===== src/rtl/octet_cnt_pkg.sv =====
package octet_cnt_pkg;

    typedef enum logic {
        TXS_LIVE    = 1'b0,
        TXS_BACKOFF = 1'b1
    } tx_state_e;

    typedef enum logic {
        RXS_LIVE = 1'b0,
        RXS_JAM  = 1'b1
    } rx_state_e;

    localparam int unsigned MAX_STEP = 2;

endpackage


===== src/rtl/octet_tx_track.sv =====
module octet_tx_track
    import octet_cnt_pkg::*;
(
    input  logic clk,
    input  logic rst,
    input  logic tx_byte,
    input  logic collision,
    input  logic carrier_loss,
    input  logic frame_end,
    input  logic jam_block,
    output logic tx_count_en
);

    tx_state_e state_q;
    tx_state_e state_d;
    logic      attempt_cut;

    assign attempt_cut = collision | carrier_loss;

    // next-state logic
    always_comb begin
        state_d = state_q;
        unique case (state_q)
            TXS_LIVE: begin
                if (attempt_cut && !frame_end) begin
                    state_d = TXS_BACKOFF;
                end
            end
            TXS_BACKOFF: begin
                if (frame_end) begin
                    state_d = TXS_LIVE;
                end
            end
            default: state_d = TXS_LIVE;
        endcase
    end

    // state register
    always_ff @(posedge clk) begin
        if (rst) begin
            state_q <= TXS_LIVE;
        end else begin
            state_q <= state_d;
        end
    end

    // output logic
    always_comb begin
        tx_count_en = 1'b0;
        unique case (state_q)
            TXS_LIVE:    tx_count_en = tx_byte && !attempt_cut && !jam_block;
            TXS_BACKOFF: tx_count_en = 1'b0;
            default:     tx_count_en = 1'b0;
        endcase
    end

endmodule


===== src/rtl/octet_rx_track.sv =====
module octet_rx_track
    import octet_cnt_pkg::*;
(
    input  logic clk,
    input  logic rst,
    input  logic half_duplex,
    input  logic rx_byte,
    input  logic jam_start,
    input  logic frame_end,
    output logic rx_count_en,
    output logic jam_block
);

    rx_state_e state_q;
    rx_state_e state_d;
    logic      jam_now;

    assign jam_now = half_duplex & jam_start;

    // next-state logic
    always_comb begin
        state_d = state_q;
        unique case (state_q)
            RXS_LIVE: begin
                if (jam_now && !frame_end) begin
                    state_d = RXS_JAM;
                end
            end
            RXS_JAM: begin
                if (frame_end) begin
                    state_d = RXS_LIVE;
                end
            end
            default: state_d = RXS_LIVE;
        endcase
    end

    // state register
    always_ff @(posedge clk) begin
        if (rst) begin
            state_q <= RXS_LIVE;
        end else begin
            state_q <= state_d;
        end
    end

    // output logic
    always_comb begin
        rx_count_en = 1'b0;
        jam_block   = 1'b0;
        unique case (state_q)
            RXS_LIVE: begin
                jam_block   = jam_now;
                rx_count_en = rx_byte && !jam_now;
            end
            RXS_JAM: begin
                jam_block   = 1'b1;
                rx_count_en = rx_byte && !half_duplex;
            end
            default: begin
                jam_block   = 1'b0;
                rx_count_en = 1'b0;
            end
        endcase
    end

endmodule


===== src/rtl/octet_accum.sv =====
module octet_accum #(
    parameter int unsigned CNT_W = 32
) (
    input  logic             clk,
    input  logic             rst,
    input  logic             tx_count_en,
    input  logic             rx_count_en,
    input  logic             wr_en,
    input  logic [CNT_W-1:0] wr_data,
    output logic [CNT_W-1:0] count
);

    localparam int unsigned STEP_W = $clog2(octet_cnt_pkg::MAX_STEP + 1);

    logic [STEP_W-1:0] step;
    logic [CNT_W-1:0]  sub_val;
    logic [CNT_W-1:0]  count_q;
    logic [CNT_W-1:0]  count_d;

    always_comb begin
        step    = STEP_W'(tx_count_en) + STEP_W'(rx_count_en);
        sub_val = wr_en ? wr_data : '0;
        count_d = count_q + CNT_W'(step) - sub_val;
    end

    always_ff @(posedge clk) begin
        if (rst) begin
            count_q <= '0;
        end else begin
            count_q <= count_d;
        end
    end

    assign count = count_q;

endmodule


===== src/rtl/octet_counter_top.sv =====
module octet_counter_top #(
    parameter int unsigned CNT_W = 32
) (
    input  logic             clk,
    input  logic             rst,
    input  logic             half_duplex,
    input  logic             tx_byte,
    input  logic             rx_byte,
    input  logic             collision,
    input  logic             carrier_loss,
    input  logic             jam_start,
    input  logic             frame_end,
    input  logic             wr_en,
    input  logic [CNT_W-1:0] wr_data,
    output logic [CNT_W-1:0] octet_count
);

    logic tx_count_en;
    logic rx_count_en;
    logic jam_block;

    octet_rx_track u_rx_track (
        .clk         (clk),
        .rst         (rst),
        .half_duplex (half_duplex),
        .rx_byte     (rx_byte),
        .jam_start   (jam_start),
        .frame_end   (frame_end),
        .rx_count_en (rx_count_en),
        .jam_block   (jam_block)
    );

    octet_tx_track u_tx_track (
        .clk          (clk),
        .rst          (rst),
        .tx_byte      (tx_byte),
        .collision    (collision),
        .carrier_loss (carrier_loss),
        .frame_end    (frame_end),
        .jam_block    (jam_block),
        .tx_count_en  (tx_count_en)
    );

    octet_accum #(
        .CNT_W (CNT_W)
    ) u_accum (
        .clk         (clk),
        .rst         (rst),
        .tx_count_en (tx_count_en),
        .rx_count_en (rx_count_en),
        .wr_en       (wr_en),
        .wr_data     (wr_data),
        .count       (octet_count)
    );

endmodule


===== config.mk =====
export PLATFORM = sky130hd
export DESIGN_NAME = octet_counter_top
export DESIGN_NICKNAME = d
export VERILOG_FILES = /design/src/rtl/octet_cnt_pkg.sv /design/src/rtl/octet_tx_track.sv /design/src/rtl/octet_rx_track.sv /design/src/rtl/octet_accum.sv /design/src/rtl/octet_counter_top.sv
export SDC_FILE = /design/constraint.sdc
export NUM_CORES = 1
export LEC_CHECK = 0
export BUFFER_PORTS_ARGS = -buffer_cell sky130_fd_sc_hd__clkbuf_2
export CAP_MARGIN = 20
export CELL_PAD_IN_SITES_DETAIL_PLACEMENT = 2
export CELL_PAD_IN_SITES_GLOBAL_PLACEMENT = 2
export CORE_ASPECT_RATIO = 1.1
export CORE_UTILIZATION = 28
export DETAILED_ROUTE_END_ITERATION = 7
export PLACE_DENSITY_LB_ADDON = 0.1
export SLEW_MARGIN = 20
export SYNTH_ARGS = -nofsm -noshare
export SYNTH_HDL_FRONTEND = slang
export SYNTH_SLANG_ARGS = --single-unit

===== constraint.sdc =====
create_clock -name clk -period 3.5 [get_ports clk]
set_input_delay 0.7 -clock clk [delete_from_list [all_inputs] [get_ports clk]]
set_output_delay 0.7 -clock clk [all_outputs]
set_load 0.005 [all_outputs]

==> flow_summary.yaml, run 1 <==
sta:
  fin_skew_ns: 0.00733
  final.setup.tns_ns: 0
  finalHoldViolations: 0
  period_minus_slack_ns: 3.30
  setup_viol: 0
  drv_slew: 0
  rsz0062_at_grt: "no"
  max_freq_ghz: 0.303
  tightest_slew_ns: 0.909
  fin_crit_sh: 0.944
  slew_headroom: 0.394
route:
  drtIter0Drc: 42
  routed_wl_mm: 10.1
  routedWlPerCell_um: 15.5
  via_per_inst: 5.01
  antenna_left: 0
  drt-pass1-iter-count: 4
  dr_total_vias: 3264
  drcViolationCount: 0
global_routing:
  antenna_found_initial: 0
  track_usage: 0.187
  grt_pass1_wl_mm: 16.9
  grt_max_degree: 39
  grt_overflow: 0
  grt_pass1_vias: 3559
outcome:
  status: "finished, final reports clean"
pwr:
  peakVddDrop_v: 0.000363
  p_leak_nw: 2.09
  power_density_nw_per_um2: 1110
logic_synthesis:
  yosysWarnings: 0
  ys_dominant_reg_cell: "dfxtp_1"
  synth_cell_types: 44
  syn_nets: 500
  ys_top_cells_by_area: "ha_1 25%, dfxtp_1 22%, nand2_1 7.0%"
  ys_async_sr_fraction: 0
  synth_cells: 395
  syn_avg_cell_area_sq_um: 7.86
  synth_fa_ha_area_frac: 0.259
  syn_area_sq_um: 3110
  synth_top_family_by_area: "adder cells"
  ys_ff_latch: 34
  synth.area.mux_share: 0.00363
  yosysTopAreaCell: "ha_1"
  synth-edff-count: 0
  synth_xor_area_frac: 0.0677
  synth-compound-area-share: 0.231
  synthSimpleGateAreaFrac: 0.186
  yosysSeqAreaShare: 0.219
  synth.most_common_cell: "ha_1"
  synthTopCellsByCount: "61 x ha_1, 58 x nand2_1, 40 x nor2_1"
  yosysTopAreaCellShare: 0.246
die:
  num_io_pins: 74
  fp.dieH_um: 112
  dieArea_sq_um: 11500
  start_util: 0.293
  core_sq_um: 10600
  die_w_um: 102
  row_count: 39
setup_path:
  r2r-start: "u_rx_track.state_q"
  crit_path_start_kind: "primary input"
  critPathMaxFanout: 14
  crit_start: "wr_en"
  required_ns: 3.66
  r2r-end: "u_accum.count[26]"
  rrSetupSlack_ns: 0.46
  criticalPathCategory: "in2reg"
  reg2regPathDepth: 14
  crit_path_end_kind: "register"
  arrival_ns: 3.47
  worstSetupEndpoint: "u_accum.count[29]"
clocking:
  clk_latency_ns: 0.28
  cts_setup_buffers: 0
  clock_path_buffers: 2
  postCtsHoldBufs: 0
  cts_root_buf: "clkbuf_16"
  cts_made_buffers: 5
  cts_tree: "yes"
  htreeDepth: 2
  cts_sinks: 34
  clk_pin_slew_worst_paths_ns: 0.05
  postCtsResizedCells: 0
layout:
  multiInputGateArea_sq_um: 2360
  fill_cells: 1268
  layout-drive-gt1-share: 0.279
  seq_area_sq_um: 681
  nNetsFinal: 614
  final_area_sq_um: 4140
  areaGrowthSynthToFinish_pct: 33.2
  diodes: 0
placement:
  placed_area_sq_um: 3960
  place_hpwl_mm: 8.29
  gp_congestion: 0.796
  numPortBuffers: 73
job:
  max-cap-violations: 0
worst_hold_path:
  hold_path_class: "reg2reg"
flip-flops by register name, summed over array words and instances, names as in the netlist:
register	flops
u_rx_track.state_q	1
u_accum.count	32
u_tx_track.state_q	1
how the worst min path moves through the flow:
stage / from / to / slack [ns] / cells after the start
CTS: u_tx_track.state_q / u_tx_track.state_q / 0.54 / 2
global placement: u_tx_track.state_q / u_tx_track.state_q / 0.50 / 2
finish: u_tx_track.state_q / u_tx_track.state_q / 0.54 / 2
floorplan: u_tx_track.state_q / u_tx_track.state_q / 0.47 / 2
detailed placement: u_tx_track.state_q / u_tx_track.state_q / 0.53 / 2
global route: u_tx_track.state_q / u_tx_track.state_q / 0.57 / 2
worst max-delay path, stage by stage:
cell	delay (ns)
clkbuf_2	0.12
buf_4	0.22
nand2_1	0.08
ha_1	0.32
ha_1	0.35
a211oi_4	0.09
nor3_4	0.24
o2111ai_2	0.15
nand2_1	0.17
nand3_1	0.16
o31a_1	0.34
o21ai_1	0.18
mux2_1	0.34
power by group:
part | switching, mW | internal [mW] | total (mW)
combinational | 1.86 | 1.65 | 3.50
clock | 0.177 | 0.261 | 0.438
sequential | 0.102 | 0.562 | 0.663
per-stage QoR:
stage                     std cells  setup slack, ns  power (mW)  hold WS (ns)  utilization
final                           652            0.196        4.60         0.536        0.391
after global routing            652          0.00602        5.10         0.565        0.391
after CTS                       652           0.0109        4.63         0.538        0.387
after detailed placement        645           -0.290        4.14         0.526        0.374
after global placement          645           -0.202        4.02         0.502        0.374
after floorplan                 395           0.0678        2.80         0.472            -
routing by layer:
metal,global-route usage,vias up,part of all wire
li1,-,1636,-
met1,0.209,1574,0.42
met2,0.362,43,0.55
met3,0.0187,11,0.017
met4,0.0571,0,0.014
met5,0,-,0
cells by family (layout without fill, tap and decap cells):
kind of cell | count (synthesis) | after routing
AND/OR/NAND/NOR | 133 | 133
buffers and inverters | 28 | 142
flip-flops | 34 | 34
AO/OA/AOI/OAI | 112 | 112
adder cells (fa/ha/maj) | 63 | 63
XOR/XNOR | 24 | 24
multiplexers | 1 | 1
area by class of cell:
class	instances	share of cell area
multi-input cells	333	0.571
repair buffers	122	0.177
flip-flops and latches	34	0.165
well taps	143	0.0433
clock buffers	7	0.0321
inverters	13	0.0118
layout by cell type, fill, tap and decap left out, types with 13 or more instances in the layout:
cell      Yosys  routed
nor2_1       40      39
xnor2_1      16      16
nand2_1      58      58
ha_1         61      61
clkbuf_2      0      73
a21oi_1      29      26
o21ai_0      26      25
buf_4         0      49
dfxtp_1      34      34
a21o_1       17      17
inv_1        13      13
(Power assumes the default switching activity.)
==> run 2: changes to the inputs <==
CORE_UTILIZATION = 29   (was 28)
CTS_BUF_LIST = sky130_fd_sc_hd__clkbuf_8   (was not set)
==> flow_summary.yaml, run 2 (synthesis gave the netlist of run 1 again) <==
global_routing:
  antenna_found_initial: 0
  grt_overflow: 0
  grt_pass1_vias: 3673
  track_usage: 0.193
  grt_util_met3: 0.0215
  busiest_layer: "met2"
  globalRouteMet2Util: 0.377
  grt_max_degree: 39
  grt_pass1_wl_mm: 17.0
  use_met1: 0.216
clocking:
  clock_path_buffers: 2
  cts_tree: "yes"
  htreeDepth: 2
  cts_setup_buffers: 0
  cts_made_buffers: 5
  cts_sinks: 34
  postCtsHoldBufs: 0
  clk_latency_ns: 0.29
  cts_root_buf: "clkbuf_8"
  clk_pin_slew_worst_paths_ns: 0.08
layout:
  largest_register_ffs: 32
  areaGrowthSynthToFinish_pct: 32.0
  final_cell_mix: "73 x clkbuf_2, 61 x ha_1, 57 x nand2_1"
  layout-drive-gt1-share: 0.286
  fill_cells: 1258
  nNetsFinal: 615
  final_common_cell: "clkbuf_2"
  diodes: 0
  finalNonFillerCells: 654
  final_util: 0.394
  final_area_sq_um: 4100
sta:
  drv_slew: 0
  period_minus_slack_ns: 3.37
  worst_hold_slack_ns: 0.536
  worst_slack_ns: 0.125
  fin_skew_ns: 0.00798
  tightest_slew_ns: 0.949
  slew_headroom: 0.367
  finalHoldViolations: 0
  fin_crit_sh: 0.964
  final.setup.tns_ns: 0
  max_freq_ghz: 0.296
  setup_viol: 0
placement:
  dp.cells: 646
  placed_area_sq_um: 3970
  place_hpwl_mm: 8.43
  gp_congestion: 0.771
  numPortBuffers: 73
  pre_cts_slack_ns: -0.328
setup_path:
  r2r-start: "u_rx_track.state_q"
  rrSetupSlack_ns: 0.31
  criticalPathCategory: "in2reg"
  crit_path_cell_trace: "clkbuf_2 -> o21ai_0 -> nand2_1 -> ha_1 -> inv_1 -> fa_2 -> fa_2 -> a211oi_1 -> nor2_1 -> a21oi_2 -> a21oi_4 -> nor3_1 -> o21a_1 -> nor4_1 -> a211o_1"
  critPathMaxFanout: 6
  critPathBufInv: 2
  reg2regPathDepth: 14
  max_stage_delay_ns: 0.39
  cp.depth: 15
  crit_family: "compound AO/OA/AOI/OAI gates"
  crit_top_cell: "fa_2"
  crit_path_end_kind: "register"
  crit_start: "jam_start"
  crit_path_start_kind: "primary input"
  required_ns: 3.68
  arrival_ns: 3.56
  worstSetupEndpoint: "u_accum.count[26]"
  cp_slowest_cell: "fa_2"
  r2r-end: "u_accum.count[26]"
route:
  routedWlPerCell_um: 15.6
  drt-pass1-iter-count: 4
  drcViolationCount: 0
  drtIter0Drc: 74
  routed_wl_mm: 10.2
  dr_total_vias: 3295
  antenna_left: 0
  via_per_inst: 5.04
pwr:
  power_density_nw_per_um2: 1100
  power_mw: 4.51
  p_leak_nw: 2.08
  peakVddDrop_v: 0.000345
die:
  die_w_um: 101
  core_sq_um: 10400
  row_count: 39
  start_util: 0.299
  fp.dieH_um: 111
  num_io_pins: 74
  dieArea_sq_um: 11100
outcome:
  status: "finished, final reports clean"
job:
  max-cap-violations: 0
worst_hold_path:
  hold_path_class: "reg2reg"
==> run 2: cell count changes in the layout (fill, tap and decap cells not counted), sizes merged <==
cell / delta
inv: +1
clkinv: +1
clkbuf: -1
buf: +1
==> run 2: what timing repair did <==
action	in CTS	in global routing
gates cloned	0	0
pin swaps	0	4
gates resized for setup	1	10
setup endpoints to repair	4	16
==> run 2: cell type report <==
type                    count  area, sq um  share of cell area
repair buffers            123          741               0.181
inverters                  13         48.8              0.0119
multi-input cells         333         2360               0.575
clock inverters             2         8.76             0.00214
flip-flops and latches     34          681               0.166
well taps                 143          179              0.0437
clock buffers               6         82.6              0.0201
==> run 2: metal layers <==
metal,up-vias,part of all wire
met4,0,0.013
met3,15,0.025
met1,1585,0.42
li1,1636,-
met2,59,0.54
met5,-,0
==> run 2: worst register-to-register path, cell delays in order, from the launching register on <==
cell and delay, ns:
dfxtp_1 0.32, o21ai_0 0.16, nand2_1 0.09, ha_1 0.29, inv_1 0.06, fa_2 0.39, fa_2 0.37, a211oi_1 0.24
nor2_1 0.11, a21oi_2 0.22, a21oi_4 0.11, nor3_1 0.23, o21a_1 0.19, nor4_1 0.05, a211o_1 0.25
==> run 2: power breakdown <==
group          total [mW]  internal (mW)  switching (mW)  leakage [nW]
Clock               0.324          0.156           0.168        0.0524
Combinational        3.52           1.65            1.87          1.74
Sequential          0.662          0.561           0.102         0.284
==> run 2: worst min path at each step <==
stage	start	endpoint	cells after the start
after floorplan	u_tx_track.state_q	u_tx_track.state_q	2
final	u_tx_track.state_q	u_tx_track.state_q	2
after detailed placement	u_tx_track.state_q	u_tx_track.state_q	2
after CTS	u_tx_track.state_q	u_tx_track.state_q	2
after global placement	u_tx_track.state_q	u_tx_track.state_q	2
after global routing	frame_end	u_rx_track.state_q	2
==> run 3: changes to the inputs <==
CORE_UTILIZATION = 34   (was 29)
clock period = 4.15 ns   (was 3.5 ns; I/O delays follow)
==> flow_summary.yaml, run 3 (synthesis gave the netlist of run 1 again) <==
setup_path:
  crit_family: "compound AO/OA/AOI/OAI gates"
  criticalPathCategory: "in2reg"
  arrival_ns: 3.99
  crit_top_cell: "fa_1"
  crit_path_end_kind: "register"
  crit_path_cell_trace: "clkbuf_2 -> o21ai_0 -> nand2_1 -> ha_1 -> inv_1 -> fa_1 -> fa_1 -> a211oi_1 -> nor2_1 -> a21oi_1 -> a21oi_2 -> nor3_1 -> o21a_1 -> nor4_1 -> a211o_1"
  critPathMaxFanout: 6
  critPathBufInv: 2
  max_stage_delay_ns: 0.45
  cp_slowest_cell: "fa_1"
  required_ns: 4.33
  crit_path_start_kind: "primary input"
global_routing:
  globalRouteMet2Util: 0.439
  track_usage: 0.220
  busiest_layer: "met2"
  use_met1: 0.240
  grt_overflow: 0
  antenna_found_initial: 0
  grt_pass1_wl_mm: 16.3
  grt_pass1_vias: 3443
  grt_max_degree: 39
  grt_util_met3: 0.0327
pwr:
  power.switching_mw: 1.69
  p_leak_nw: 1.85
  power_frac_comb: 0.751
  swShare: 0.505
  peakVddDrop_v: 0.000281
  power_frac_seq: 0.166
  power_density_nw_per_um2: 911
  power.internal_mw: 1.65
  clkPwrFrac: 0.083
job:
  max-cap-violations: 0
clocking:
  cts_sinks: 34
  clk_pin_slew_worst_paths_ns: 0.08
  cts_tree: "yes"
  cts_root_buf: "clkbuf_8"
  cts_made_buffers: 5
  clock_path_buffers: 2
  cts_setup_buffers: 0
  clk_latency_ns: 0.30
  htreeDepth: 2
  postCtsResizedCells: 0
  postCtsHoldBufs: 0
die:
  dieArea_sq_um: 9520
  num_io_pins: 74
  die_w_um: 93.1
  core_sq_um: 8870
  start_util: 0.350
  row_count: 36
  fp.dieH_um: 102
worst_hold_path:
  hold_path_class: "reg2reg"
outcome:
  status: "finished, final reports clean"
layout:
  largest_register_ffs: 32
  final_util: 0.414
  final_common_cell: "clkbuf_2"
  areaGrowthSynthToFinish_pct: 18.2
  nNetsFinal: 568
  diodes: 0
  final_cell_mix: "73 x clkbuf_2, 61 x ha_1, 58 x nand2_1"
  layout-drive-gt1-share: 0.194
placement:
  place_hpwl_mm: 7.82
  numPortBuffers: 73
  gp_congestion: 0.854
sta:
  tightest_slew_ns: 0.928
  period_minus_slack_ns: 3.81
  finalHoldViolations: 0
  rsz0062_at_grt: "no"
  fin_skew_ns: 0.0111
  drv_slew: 0
  final.setup.tns_ns: 0
  worst_hold_slack_ns: 0.541
  max_freq_ghz: 0.262
  setup_viol: 0
  fin_crit_sh: 0.918
  slew_headroom: 0.382
route:
  drt-pass1-iter-count: 3
  dr_total_vias: 3110
  drtIter0Drc: 40
  antenna_left: 0
  via_per_inst: 5.38
  drcViolationCount: 0
  routed_wl_mm: 9.83
  routedWlPerCell_um: 17.0
==> run 3: path summary, 6_finish.rpt <==
kind / slack (ns) / cells after the start / start / to
min reg2reg: 0.54 / 2 / u_tx_track.state_q / u_tx_track.state_q
min: 0.54 / 2 / u_tx_track.state_q / u_tx_track.state_q
max reg2reg: 0.65 / 14 / u_rx_track.state_q / u_accum.count[26]
max: 0.34 / 15 / jam_start / u_accum.count[26]
==> run 3: layout make-up <==
type,count,area (sq um)
Inverter,13,48.8
Timing Repair Buffer,76,388
Multi-Input combinational cell,333,2320
Fill cell,1085,5200
Sequential cell,34,681
Clock inverter,2,8.76
Clock buffer,6,82.6
Tap cell,114,143
==> run 3: per-layer routing <==
metal / wire (um) / part of all wire / vias up
met1: 4150 / 0.42 / 1518
met2: 5350 / 0.54 / 42
met5: 0 / 0 / -
li1: - / - / 1540
met4: 112 / 0.011 / 0
met3: 206 / 0.021 / 10
==> run 3: power groups by stage <==
stage / clock network (mW) / logic, mW / registers, mW
after floorplan: 0 / 1.80 / 0.561
after global placement: 0 / 2.42 / 0.563
after detailed placement: 0 / 2.50 / 0.568
after CTS: 0.286 / 2.55 / 0.560
after global routing: 0.297 / 2.84 / 0.573
final: 0.276 / 2.51 / 0.555
==> run 3: worst reg2reg max path: stages, from the launching register on <==
cell      delay (ns)
dfxtp_1         0.32
o21ai_0         0.18
nand2_1         0.10
ha_1            0.28
inv_1           0.05
fa_1            0.46
fa_1            0.45
a211oi_1        0.26
nor2_1          0.11
a21oi_1         0.25
a21oi_2         0.16
nor3_1          0.25
o21a_1          0.20
nor4_1          0.06
a211o_1         0.26
==> run 3: stage by stage <==
stage | cells | worst slack [ns] | power [mW] | instance area [sq um]
floorplan | 395 | 0.588 | 2.36 | 3110
global placement | 570 | 0.258 | 2.98 | 3580
detailed placement | 570 | 0.0537 | 3.07 | 3580
CTS | 578 | 0.290 | 3.40 | 3670
global route | 578 | 0.0698 | 3.71 | 3670
finish | 578 | 0.340 | 3.34 | 3670
